File: src/rtl/rtc3w_pkg.sv
package rtc3w_pkg;
  localparam int unsigned BYTE_W = 8;
  localparam int unsigned NIB_W  = 4;

  typedef enum logic [1:0] {PH_IDLE, PH_HIGH, PH_LOW} phase_t;
  typedef enum logic [1:0] {SQ_IDLE, SQ_CMD, SQ_WDAT, SQ_RDAT} seq_t;

  // command byte: bit6 = read flag, bit5 = address marker
  function automatic logic [BYTE_W-1:0] cmd_byte(logic [NIB_W-1:0] a, logic rd);
    return {1'b0, rd, 1'b1, 1'b0, a};
  endfunction

  // data byte: bit4 = data marker
  function automatic logic [BYTE_W-1:0] data_byte(logic [NIB_W-1:0] d);
    return {3'b000, 1'b1, d};
  endfunction

  // clocks per half-period, rounded up so the minimum is always met
  function automatic int unsigned half_cycles(longint unsigned hz, longint unsigned ns);
    longint unsigned prod;
    prod = hz * ns;
    return int'((prod + 64'd999_999_999) / 64'd1_000_000_000);
  endfunction
endpackage

File: src/rtl/rtc3w_halfper.sv
module rtc3w_halfper #(
  parameter int unsigned CYCLES = 2
) (
  input  logic clk,
  input  logic rst_n,
  input  logic run,
  output logic tick
);
  localparam int unsigned W = (CYCLES > 1) ? $clog2(CYCLES) : 1;

  logic [W-1:0] cnt;

  assign tick = run && (cnt == W'(CYCLES - 1));

  always_ff @(posedge clk) begin
    if (!rst_n) cnt <= '0;
    else if (!run || tick) cnt <= '0;
    else cnt <= cnt + 1'b1;
  end
endmodule

File: src/rtl/rtc3w_shifter.sv
module rtc3w_shifter
  import rtc3w_pkg::*;
#(
  parameter int unsigned HALF_CYC = 2
) (
  input  logic              clk,
  input  logic              rst_n,
  input  logic              go,
  input  logic              rx_mode,
  input  logic [BYTE_W-1:0] tx_byte,
  input  logic              sda_i,
  output logic              scl,
  output logic              sda_o,
  output logic              sda_oe,
  output logic [NIB_W-1:0]  rx_nib,
  output logic              fin
);
  localparam int unsigned IDX_W = $clog2(BYTE_W);

  phase_t            ph;
  logic [IDX_W-1:0]  bit_idx;
  logic [BYTE_W-1:0] shreg;
  logic              rx_q;
  logic              tick;

  rtc3w_halfper #(.CYCLES(HALF_CYC)) u_half (
    .clk  (clk),
    .rst_n(rst_n),
    .run  (ph != PH_IDLE),
    .tick (tick)
  );

  assign rx_nib = shreg[NIB_W-1:0];

  always_ff @(posedge clk) begin
    if (!rst_n) begin
      ph      <= PH_IDLE;
      bit_idx <= '0;
      shreg   <= '0;
      rx_q    <= 1'b0;
      scl     <= 1'b1;
      sda_o   <= 1'b0;
      sda_oe  <= 1'b0;
      fin     <= 1'b0;
    end else begin
      fin <= 1'b0;
      unique case (ph)
        PH_IDLE: if (go) begin
          ph      <= PH_HIGH;
          bit_idx <= '0;
          rx_q    <= rx_mode;
          shreg   <= tx_byte;
          sda_o   <= rx_mode ? 1'b0 : tx_byte[BYTE_W-1];
        end
        PH_HIGH: begin
          if (!rx_q) sda_oe <= 1'b1;   // driver on once the first bit is on the line
          if (tick) begin
            ph  <= PH_LOW;
            scl <= 1'b0;
            if (rx_q) shreg <= {shreg[BYTE_W-2:0], sda_i};
          end
        end
        PH_LOW: if (tick) begin
          scl <= 1'b1;
          if (bit_idx == IDX_W'(BYTE_W - 1)) begin
            ph     <= PH_IDLE;
            fin    <= 1'b1;
            sda_oe <= 1'b0;
            sda_o  <= 1'b0;
          end else begin
            ph      <= PH_HIGH;
            bit_idx <= bit_idx + 1'b1;
            if (!rx_q) begin
              shreg <= {shreg[BYTE_W-2:0], 1'b0};
              sda_o <= shreg[BYTE_W-2];
            end
          end
        end
        default: ph <= PH_IDLE;
      endcase
    end
  end
endmodule

File: src/rtl/rtc3w_master.sv
module rtc3w_master
  import rtc3w_pkg::*;
#(
  parameter longint unsigned CLK_HZ  = 100_000_000,
  parameter longint unsigned HALF_NS = 700
) (
  input  logic             clk,
  input  logic             rst_n,
  input  logic             ce_req,
  input  logic             req_valid,
  output logic             req_ready,
  input  logic             req_write,
  input  logic [NIB_W-1:0] req_addr,
  input  logic [NIB_W-1:0] req_wdata,
  output logic             rsp_valid,
  output logic [NIB_W-1:0] rsp_rdata,
  output logic             busy,
  output logic             ce,
  output logic             scl,
  output logic             sda_o,
  output logic             sda_oe,
  input  logic             sda_i
);
  localparam int unsigned HALF_RAW = half_cycles(CLK_HZ, HALF_NS);
  localparam int unsigned HALF_CYC = (HALF_RAW < 1) ? 1 : HALF_RAW;

  seq_t              sq;
  logic              wr_q;
  logic [BYTE_W-1:0] dat_q;
  logic              go;
  logic              rx_mode;
  logic [BYTE_W-1:0] tx_byte;
  logic              fin;
  logic [NIB_W-1:0]  rx_nib;

  rtc3w_shifter #(.HALF_CYC(HALF_CYC)) u_shift (
    .clk    (clk),
    .rst_n  (rst_n),
    .go     (go),
    .rx_mode(rx_mode),
    .tx_byte(tx_byte),
    .sda_i  (sda_i),
    .scl    (scl),
    .sda_o  (sda_o),
    .sda_oe (sda_oe),
    .rx_nib (rx_nib),
    .fin    (fin)
  );

  assign busy      = (sq != SQ_IDLE);
  assign req_ready = !busy;

  always_ff @(posedge clk) begin
    if (!rst_n) begin
      sq        <= SQ_IDLE;
      wr_q      <= 1'b0;
      dat_q     <= '0;
      go        <= 1'b0;
      rx_mode   <= 1'b0;
      tx_byte   <= '0;
      rsp_valid <= 1'b0;
      rsp_rdata <= '0;
      ce        <= 1'b0;
    end else begin
      go        <= 1'b0;
      rsp_valid <= 1'b0;
      ce        <= ce_req;
      unique case (sq)
        SQ_IDLE: if (req_valid) begin
          sq      <= SQ_CMD;
          go      <= 1'b1;
          rx_mode <= 1'b0;
          tx_byte <= cmd_byte(req_addr, !req_write);
          wr_q    <= req_write;
          dat_q   <= data_byte(req_wdata);
        end
        SQ_CMD: if (fin) begin
          go <= 1'b1;
          if (wr_q) begin
            sq      <= SQ_WDAT;
            rx_mode <= 1'b0;
            tx_byte <= dat_q;
          end else begin
            sq      <= SQ_RDAT;
            rx_mode <= 1'b1;
          end
        end
        SQ_WDAT: if (fin) begin
          sq        <= SQ_IDLE;
          rsp_valid <= 1'b1;
          rsp_rdata <= '0;
        end
        SQ_RDAT: if (fin) begin
          sq        <= SQ_IDLE;
          rsp_valid <= 1'b1;
          rsp_rdata <= rx_nib;
        end
        default: sq <= SQ_IDLE;
      endcase
    end
  end
endmodule

File: config.mk
export PLATFORM = sky130hd
export DESIGN_NAME = rtc3w_master
export DESIGN_NICKNAME = d
export VERILOG_FILES = /design/src/rtl/rtc3w_pkg.sv /design/src/rtl/rtc3w_halfper.sv /design/src/rtl/rtc3w_shifter.sv /design/src/rtl/rtc3w_master.sv
export SDC_FILE = /design/constraint.sdc
export NUM_CORES = 1
export LEC_CHECK = 0
export ABC_AREA = 1
export BUFFER_PORTS_ARGS = -buffer_cell sky130_fd_sc_hd__buf_2
export CAP_MARGIN = 15
export CORE_ASPECT_RATIO = 0.9
export CORE_MARGIN = 3
export CORE_UTILIZATION = 39
export DETAILED_ROUTE_END_ITERATION = 10
export GPL_ROUTABILITY_DRIVEN = 0
export HOLD_SLACK_MARGIN = 0.05
export PLACE_DENSITY = 0.54
export REMOVE_ABC_BUFFERS = 1
export SETUP_SLACK_MARGIN = 0.3
export SLEW_MARGIN = 20
export SYNTH_ARGS = -nofsm -noshare
export SYNTH_HDL_FRONTEND = slang
export SYNTH_SLANG_ARGS = --single-unit
File: constraint.sdc
create_clock -name clk -period 1.8 [get_ports clk]
set_input_delay 0.45 -clock clk [delete_from_list [all_inputs] [get_ports clk]]
set_output_delay 0.45 -clock clk [all_outputs]
set_load 0.005 [all_outputs]
==> flow_metrics.env, run 1 <==
export IMPL_run_status="finished clean"
export IMPL_path_clk_slew_ns=0.09
export IMPL_synth_area_leaders="dfxtp_1 (46%), nand2_1 (9.7%), nor2_1 (7.7%)"
export IMPL_cts_tree="yes"
export IMPL_period_share_pct=87.2
export IMPL_core_area_sq_um=4950
export IMPL_worst_slew_margin_rel_pct=77.1
export IMPL_r2r_worst_path_cells=8
export IMPL_postPlaceCellArea_sq_um=2270
export IMPL_pwr_cell_area_nw_per_um2=1260
export IMPL_syn_instance_count=272
export IMPL_synth_seq_area_share_pct=45.9
export IMPL_die_height_um=74.8
export IMPL_hold_slack_ns=0.338
export IMPL_hold_depth=3
export IMPL_wire_per_inst_um=12.3
export IMPL_root_buffer="clkbuf_8"
export IMPL_grt_antenna_before_repair=0
export IMPL_grt_total_ovfl=0
export IMPL_ctsHtreeMaxLevel=2
export IMPL_die_x_um=82.4
export IMPL_syn_area_sq_um=2050
export IMPL_detail_route_first_pass_iterations=4
export IMPL_post_synth_top_area_fraction_pct=45.9
export IMPL_cts_sinks=47
export IMPL_worst_hold_startpoint="ce_req"
export IMPL_layout_min_cycle_time_ns=1.57
export IMPL_final_routed_wirelength_um=4550
export IMPL_endpoint_kind="flop"
export IMPL_total_leakage_power_nw=1.00
export IMPL_pwr_share_comb_pct=36.8
export IMPL_cts_made_buffers=5
export IMPL_synthesized_area_per_cell_sq_um=7.53
export IMPL_p_switching_mw=1.14
export IMPL_power_share_switching_pct=36.8
export IMPL_timing_critical_path_from="u_shift.bit_idx[1]"
export IMPL_cts_max_path_buffers=2
export IMPL_yosys_register_bits=47
export IMPL_layout_common_cells="nand2_1 (53), dfxtp_1 (39), nor2_1 (38)"
export IMPL_io_buffers=24
export IMPL_syn2layout_area_growth_pct=20.2
export IMPL_drv_cap=0
export IMPL_finalSetupViolCount=0
export IMPL_dr_total_vias=1773
export IMPL_layout_drive_gt1_share_pct=25.2
export IMPL_vdd_ir_drop_max_uv=471
export IMPL_setup_worst_path_class="reg2reg"
export IMPL_grtUsageTotal_pct=15.9
export IMPL_start_kind="flop"
export IMPL_antenna_diodes=0
export IMPL_worst_slack_ns=0.230
export IMPL_clockPowerShare_pct=20.7
export IMPL_first_iter_violations=65
export IMPL_finish_utilization_pct=49.7
export IMPL_insertion_delay_ns=0.30
export IMPL_grt_max_degree=19
export IMPL_seq_power_share_pct=42.6
export IMPL_total_power_mw=3.11
export IMPL_layout_cells_most_common="nand2_1"
export IMPL_timing_critical_path_fanout_max=7
export IMPL_pre_cts_ws_ns=0.117
export IMPL_hold_fix_buffers_cts=0
export IMPL_first_pass_grt_wire_length_um=7610
export IMPL_place_detailed_instances=362
export IMPL_timing_setup_tns_ns=0
export IMPL_synth_cell_type_count=27
export IMPL_max_clock_freq_ghz=0.637
export IMPL_rsz_0062_raised_after_global_routing="yes"
export IMPL_worstMarginPinSlew_ns=0.342
export IMPL_die_area_sq_um=6160
export IMPL_synth_area_leader_cell="dfxtp_1"
export IMPL_floorplan_rows=24
export IMPL_initial_standard_cell_utilization_of_the_core_pct=41.3
export IMPL_first_global_vias=1587
export IMPL_slew_violations=0
export IMPL_seqCellArea_sq_um=951
export IMPL_nNetsFinal=329
export IMPL_finalClockSkew_ns=0.0107
export IMPL_worst_r2r_startpoint="u_shift.bit_idx[1]"
export IMPL_number_of_antenna_violating_nets_in_the_routed_design=0
export IMPL_number_of_cells_in_the_finished_layout_apart_from_fillers=371
export IMPL_area_of_the_multi_input_gates_sq_um=1060
export IMPL_yosys_warnings=0
export IMPL_boundaryPins=25
export IMPL_p_int_mw=1.96
export IMPL_hpwl_um=3150
export IMPL_min_path_type="in2reg"
export IMPL_num_fill_cells=518
export IMPL_detail_route_drc_violations=0
export IMPL_final_cell_area_sq_um=2460
export IMPL_cp_required_ns=2.00
export IMPL_routed_vias_inst=4.78
export IMPL_critical_path_arrival_ns=1.77
export IMPL_timing_final_hold_violations=0
-- cells in the mapped netlist --
library cell   n
dfxtp_1       47
inv_1         26
and2_4         1
a31oi_1        1
ha_1           9
nor3b_1        1
o21a_1         1
nand3b_1       2
nor2_4         2
buf_2          1
a22oi_1        6
o21ai_0       22
nand3_4        1
nor2_1        42
nor3_1         4
or2_1          1
clkinv_1       1
nand2_2        3
nor2_2         2
nand4_1        3
nand3_1       10
buf_6          1
o21ai_1        2
clkbuf_1       3
nand2_1       53
inv_2          2
a21oi_1       25
-- cell type report --
cell class | count | share of cell area [%]
inverter | 29 | 4.42
timing repair buffer | 31 | 7.02
sequential | 47 | 38.6
tap | 65 | 3.30
multi-input combinational | 192 | 43.1
clock inverter | 1 | 0.203
clock buffer | 6 | 3.36
-- power by group through the flow --
stage / Sequential (mW) / Clock [mW] / Combinational (mW)
after detailed placement: 1.33 / 0 / 0.970
after floorplan: 1.30 / 0 / 0.694
final: 1.32 / 0.642 / 1.14
after global routing: 1.34 / 0.714 / 1.30
after CTS: 1.31 / 0.675 / 1.03
after global placement: 1.33 / 0 / 0.962
-- critical path: stages, from the launching register on --
cell	delay, ns
dfxtp_2	0.35
ha_4	0.17
ha_4	0.15
or2_1	0.24
a21oi_2	0.19
and2_4	0.22
nand2_1	0.06
nand2_1	0.05
nor2_1	0.04
-- path summary, 6_finish.rpt --
kind	endpoint	slack [ns]
worst max-delay path	u_shift.shreg[2]	0.23
worst min-delay path	ce	0.34
worst max register to register	u_shift.shreg[2]	0.23
worst min register to register	dat_q[3]	0.45
-- routing by layer --
layer  wire, um  vias up  track usage (%)
li1           -      951                -
met1       2370      794             23.3
met2       1970       23             22.9
met3        163        5             3.47
met4         48        0             5.54
met5          0        -                0
-- sequential cells by signal (all words and copies together), names as in the netlist --
| register | count |
|---|---|
| ce | 1 |
| dat_q | 5 |
| go | 1 |
| rsp_rdata | 4 |
| rsp_valid | 1 |
| rx_mode | 1 |
| sq | 2 |
| tx_byte | 7 |
| u_shift.bit_idx | 3 |
| u_shift.fin | 1 |
| u_shift.ph | 2 |
| u_shift.rx_q | 1 |
| u_shift.scl | 1 |
| u_shift.sda_o | 1 |
| u_shift.sda_oe | 1 |
| u_shift.shreg | 7 |
| u_shift.u_half.cnt | 7 |
| wr_q | 1 |
-- repair_timing --
| action | 4_1_cts | 5_1_grt |
|---|---|---|
| resized for setup | 12 | 21 |
| pin swaps | 4 | 1 |
| endpoints found under the setup margin | 13 | 24 |
| setup buffers | 1 | 0 |
| cloned | 1 | 0 |
-- cells by family after synthesis --
logic type      count (synthesis)  share of synthesized area (%)
simple gates                  125                           27.1
flops                          47                           45.9
buf+inv                        34                           6.66
fa+ha+maj                       9                           5.50
compound gates                 57                           14.8
Note: power is estimated with default switching activity, not from simulation.
==> inputs of run 2 (changes only) <==
CORE_MARGIN = unset   (was 3)
==> run 2 against run 1 <==
  * Non-clock buffer count is 3 higher
  * Cell count is 1.1% higher
  * Critical endpoint is now u_shift.shreg[1]
  * Combinational power is 7% higher
  * Largest power group unchanged
  * Sequential power hardly changed
  * Highest routed layer unchanged
  * Global-route usage is 1.5 points higher
==> flow_metrics.env, run 2 (synthesis gave the netlist of run 1 again) <==
export IMPL_period_share_pct=85.0
export IMPL_root_buffer="clkbuf_8"
export IMPL_path_clk_slew_ns=0.09
export IMPL_endpoint_kind="flop"
export IMPL_floorplan_rows=24
export IMPL_layout_common_cells="nand2_1 (51), dfxtp_1 (39), nor2_1 (38)"
export IMPL_grt_max_degree=16
export IMPL_slew_violations=0
export IMPL_worst_r2r_startpoint="u_shift.bit_idx[0]"
export IMPL_grtUsageTotal_pct=17.4
export IMPL_place_detailed_instances=363
export IMPL_cts_max_path_buffers=2
export IMPL_drv_cap=0
export IMPL_pwr_cell_area_nw_per_um2=1300
export IMPL_cp_required_ns=2.01
export IMPL_vdd_ir_drop_max_uv=494
export IMPL_critical_path_arrival_ns=1.74
export IMPL_worst_slew_margin_rel_pct=74.2
export IMPL_timing_final_hold_violations=0
export IMPL_cts_made_buffers=5
export IMPL_cts_sinks=47
export IMPL_critPathCapture="u_shift.shreg[1]"
export IMPL_cts_tree="yes"
export IMPL_timing_setup_tns_ns=0
export IMPL_ctsHtreeMaxLevel=2
export IMPL_routedLengthMet1_um=2390
export IMPL_wire_per_inst_um=11.6
export IMPL_finalClockSkew_ns=0.00957
export IMPL_cp_num_cells=8
export IMPL_dr_total_vias=1764
export IMPL_timing_reg2reg_setup_slack_ns=0.27
export IMPL_num_fill_cells=507
export IMPL_first_pass_grt_wire_length_um=7470
export IMPL_rsz_0062_raised_after_global_routing="yes"
export IMPL_critical_path_buf_inv_count=0
export IMPL_layout_cells_most_common="nand2_1"
export IMPL_detail_route_drc_violations=0
export IMPL_initial_standard_cell_utilization_of_the_core_pct=41.3
export IMPL_grt_total_ovfl=0
export IMPL_top_layer_used="met4"
export IMPL_area_of_the_multi_input_gates_sq_um=1110
export IMPL_layout_min_cycle_time_ns=1.53
export IMPL_crit_path_cell_trace="ha_4 > ha_4 > or2_4 > a21oi_4 > and2_4 > nand2_1 > nand2_1 > nor2_1"
export IMPL_final_routed_wirelength_um=4350
export IMPL_worstMarginPinSlew_ns=0.385
export IMPL_worst_path_largest_cell_delay_ns=0.35
export IMPL_first_global_vias=1645
export IMPL_min_path_type="in2reg"
export IMPL_seqCellArea_sq_um=956
export IMPL_nNetsFinal=332
export IMPL_boundaryPins=25
export IMPL_detail_route_first_pass_iterations=4
export IMPL_max_clock_freq_ghz=0.654
export IMPL_antenna_diodes=0
export IMPL_io_buffers=24
export IMPL_met3WireLength_um=142
export IMPL_number_of_antenna_violating_nets_in_the_routed_design=0
export IMPL_core_area_sq_um=4950
export IMPL_routed_vias_inst=4.70
export IMPL_timing_critical_path_fanout_max=7
export IMPL_finalSetupViolCount=0
export IMPL_r2r_worst_path_cells=8
export IMPL_critical_path_top_delay_family="simple AND/OR/NAND/NOR gates"
export IMPL_setup_worst_path_class="reg2reg"
export IMPL_number_of_cells_in_the_finished_layout_apart_from_fillers=375
export IMPL_die_x_um=78.4
export IMPL_timing_critical_path_from="u_shift.bit_idx[0]"
export IMPL_insertion_delay_ns=0.31
export IMPL_critical_path_slowest_cell="dfxtp_2"
export IMPL_die_area_sq_um=5550
export IMPL_first_iter_violations=77
export IMPL_total_leakage_power_nw=1.04
export IMPL_syn2layout_area_growth_pct=25.1
export IMPL_layout_drive_gt1_share_pct=27.1
export IMPL_critical_path_reg2reg_endpoint="u_shift.shreg[1]"
export IMPL_met2_length_um=1750
export IMPL_die_height_um=70.8
export IMPL_reg_top3="tx_byte (7), u_shift.shreg (7), u_shift.u_half.cnt (7)"
export IMPL_start_kind="flop"
export IMPL_run_status="finished clean"
export IMPL_grt_antenna_before_repair=0
export IMPL_hpwl_um=3040
-- run 2: cell count changes in the layout (fill, tap and decap cells not counted), sizes merged --
cell,before,now
clkbuf,6,5
buf,31,34
clkinv,2,3
bufinv,0,1
-- run 2: metal layers --
layer | up-vias | GRT usage [%]
li1 | 953 | -
met1 | 776 | 24.0
met2 | 29 | 26.0
met3 | 6 | 5.03
met4 | 0 | 6.17
met5 | - | 0
-- run 2: worst register-to-register path, cell delays in order (launching register included) --
cell,delay (ns)
dfxtp_2,0.35
ha_4,0.16
ha_4,0.16
or2_4,0.24
a21oi_4,0.17
and2_4,0.21
nand2_1,0.06
nand2_1,0.05
nor2_1,0.03
-- run 2: how the worst min path moves through the flow --
stage,startpoint,depth (start not counted),to
2_1_floorplan,dat_q[0],2,dat_q[0]
3_3_place_gp,dat_q[3],2,dat_q[3]
3_5_place_dp,dat_q[2],2,dat_q[2]
4_1_cts,ce_req,3,ce
5_1_grt,ce_req,3,ce
6_report,ce_req,3,ce
-- run 2: layout make-up --
cell class / count / share of cell area [%]
clock inverters: 3 / 1.71
flip-flops and latches: 47 / 37.3
well taps: 65 / 3.17
multi-input cells: 192 / 43.3
clock buffers: 5 / 2.69
inverters: 29 / 4.25
repair buffers: 34 / 7.62
-- run 2: report_power, final --
group / internal (mW) / total, mW / switching [mW]
Combinational: 0.522 / 1.22 / 0.696
Sequential: 1.20 / 1.33 / 0.130
Clock: 0.414 / 0.785 / 0.371
Total: 2.14 / 3.33 / 1.20
-- run 2: repair_timing --
| action | in CTS | in global routing |
|---|---|---|
| buffers inserted | 0 | 3 |
| hold buffers | 0 | 0 |
| resized for setup | 12 | 33 |
| pin swaps | 4 | 6 |
| endpoints found under the setup margin | 14 | 23 |
| gates cloned | 1 | 0 |
-- run 2: metrics by stage --
stage | util [%] | hold WS (ns) | power, mW | instance area (sq um) | setup WS [ns]
after detailed placement | 45.9 | 0.438 | 2.29 | 2270 | 0.146
after floorplan | - | 0.424 | 1.99 | 2020 | 0.273
after global routing | 51.7 | 0.323 | 3.57 | 2560 | 0.196
after global placement | 45.9 | 0.436 | 2.29 | 2270 | 0.181
final | 51.7 | 0.324 | 3.33 | 2560 | 0.270
after CTS | 49.2 | 0.321 | 3.13 | 2440 | 0.256
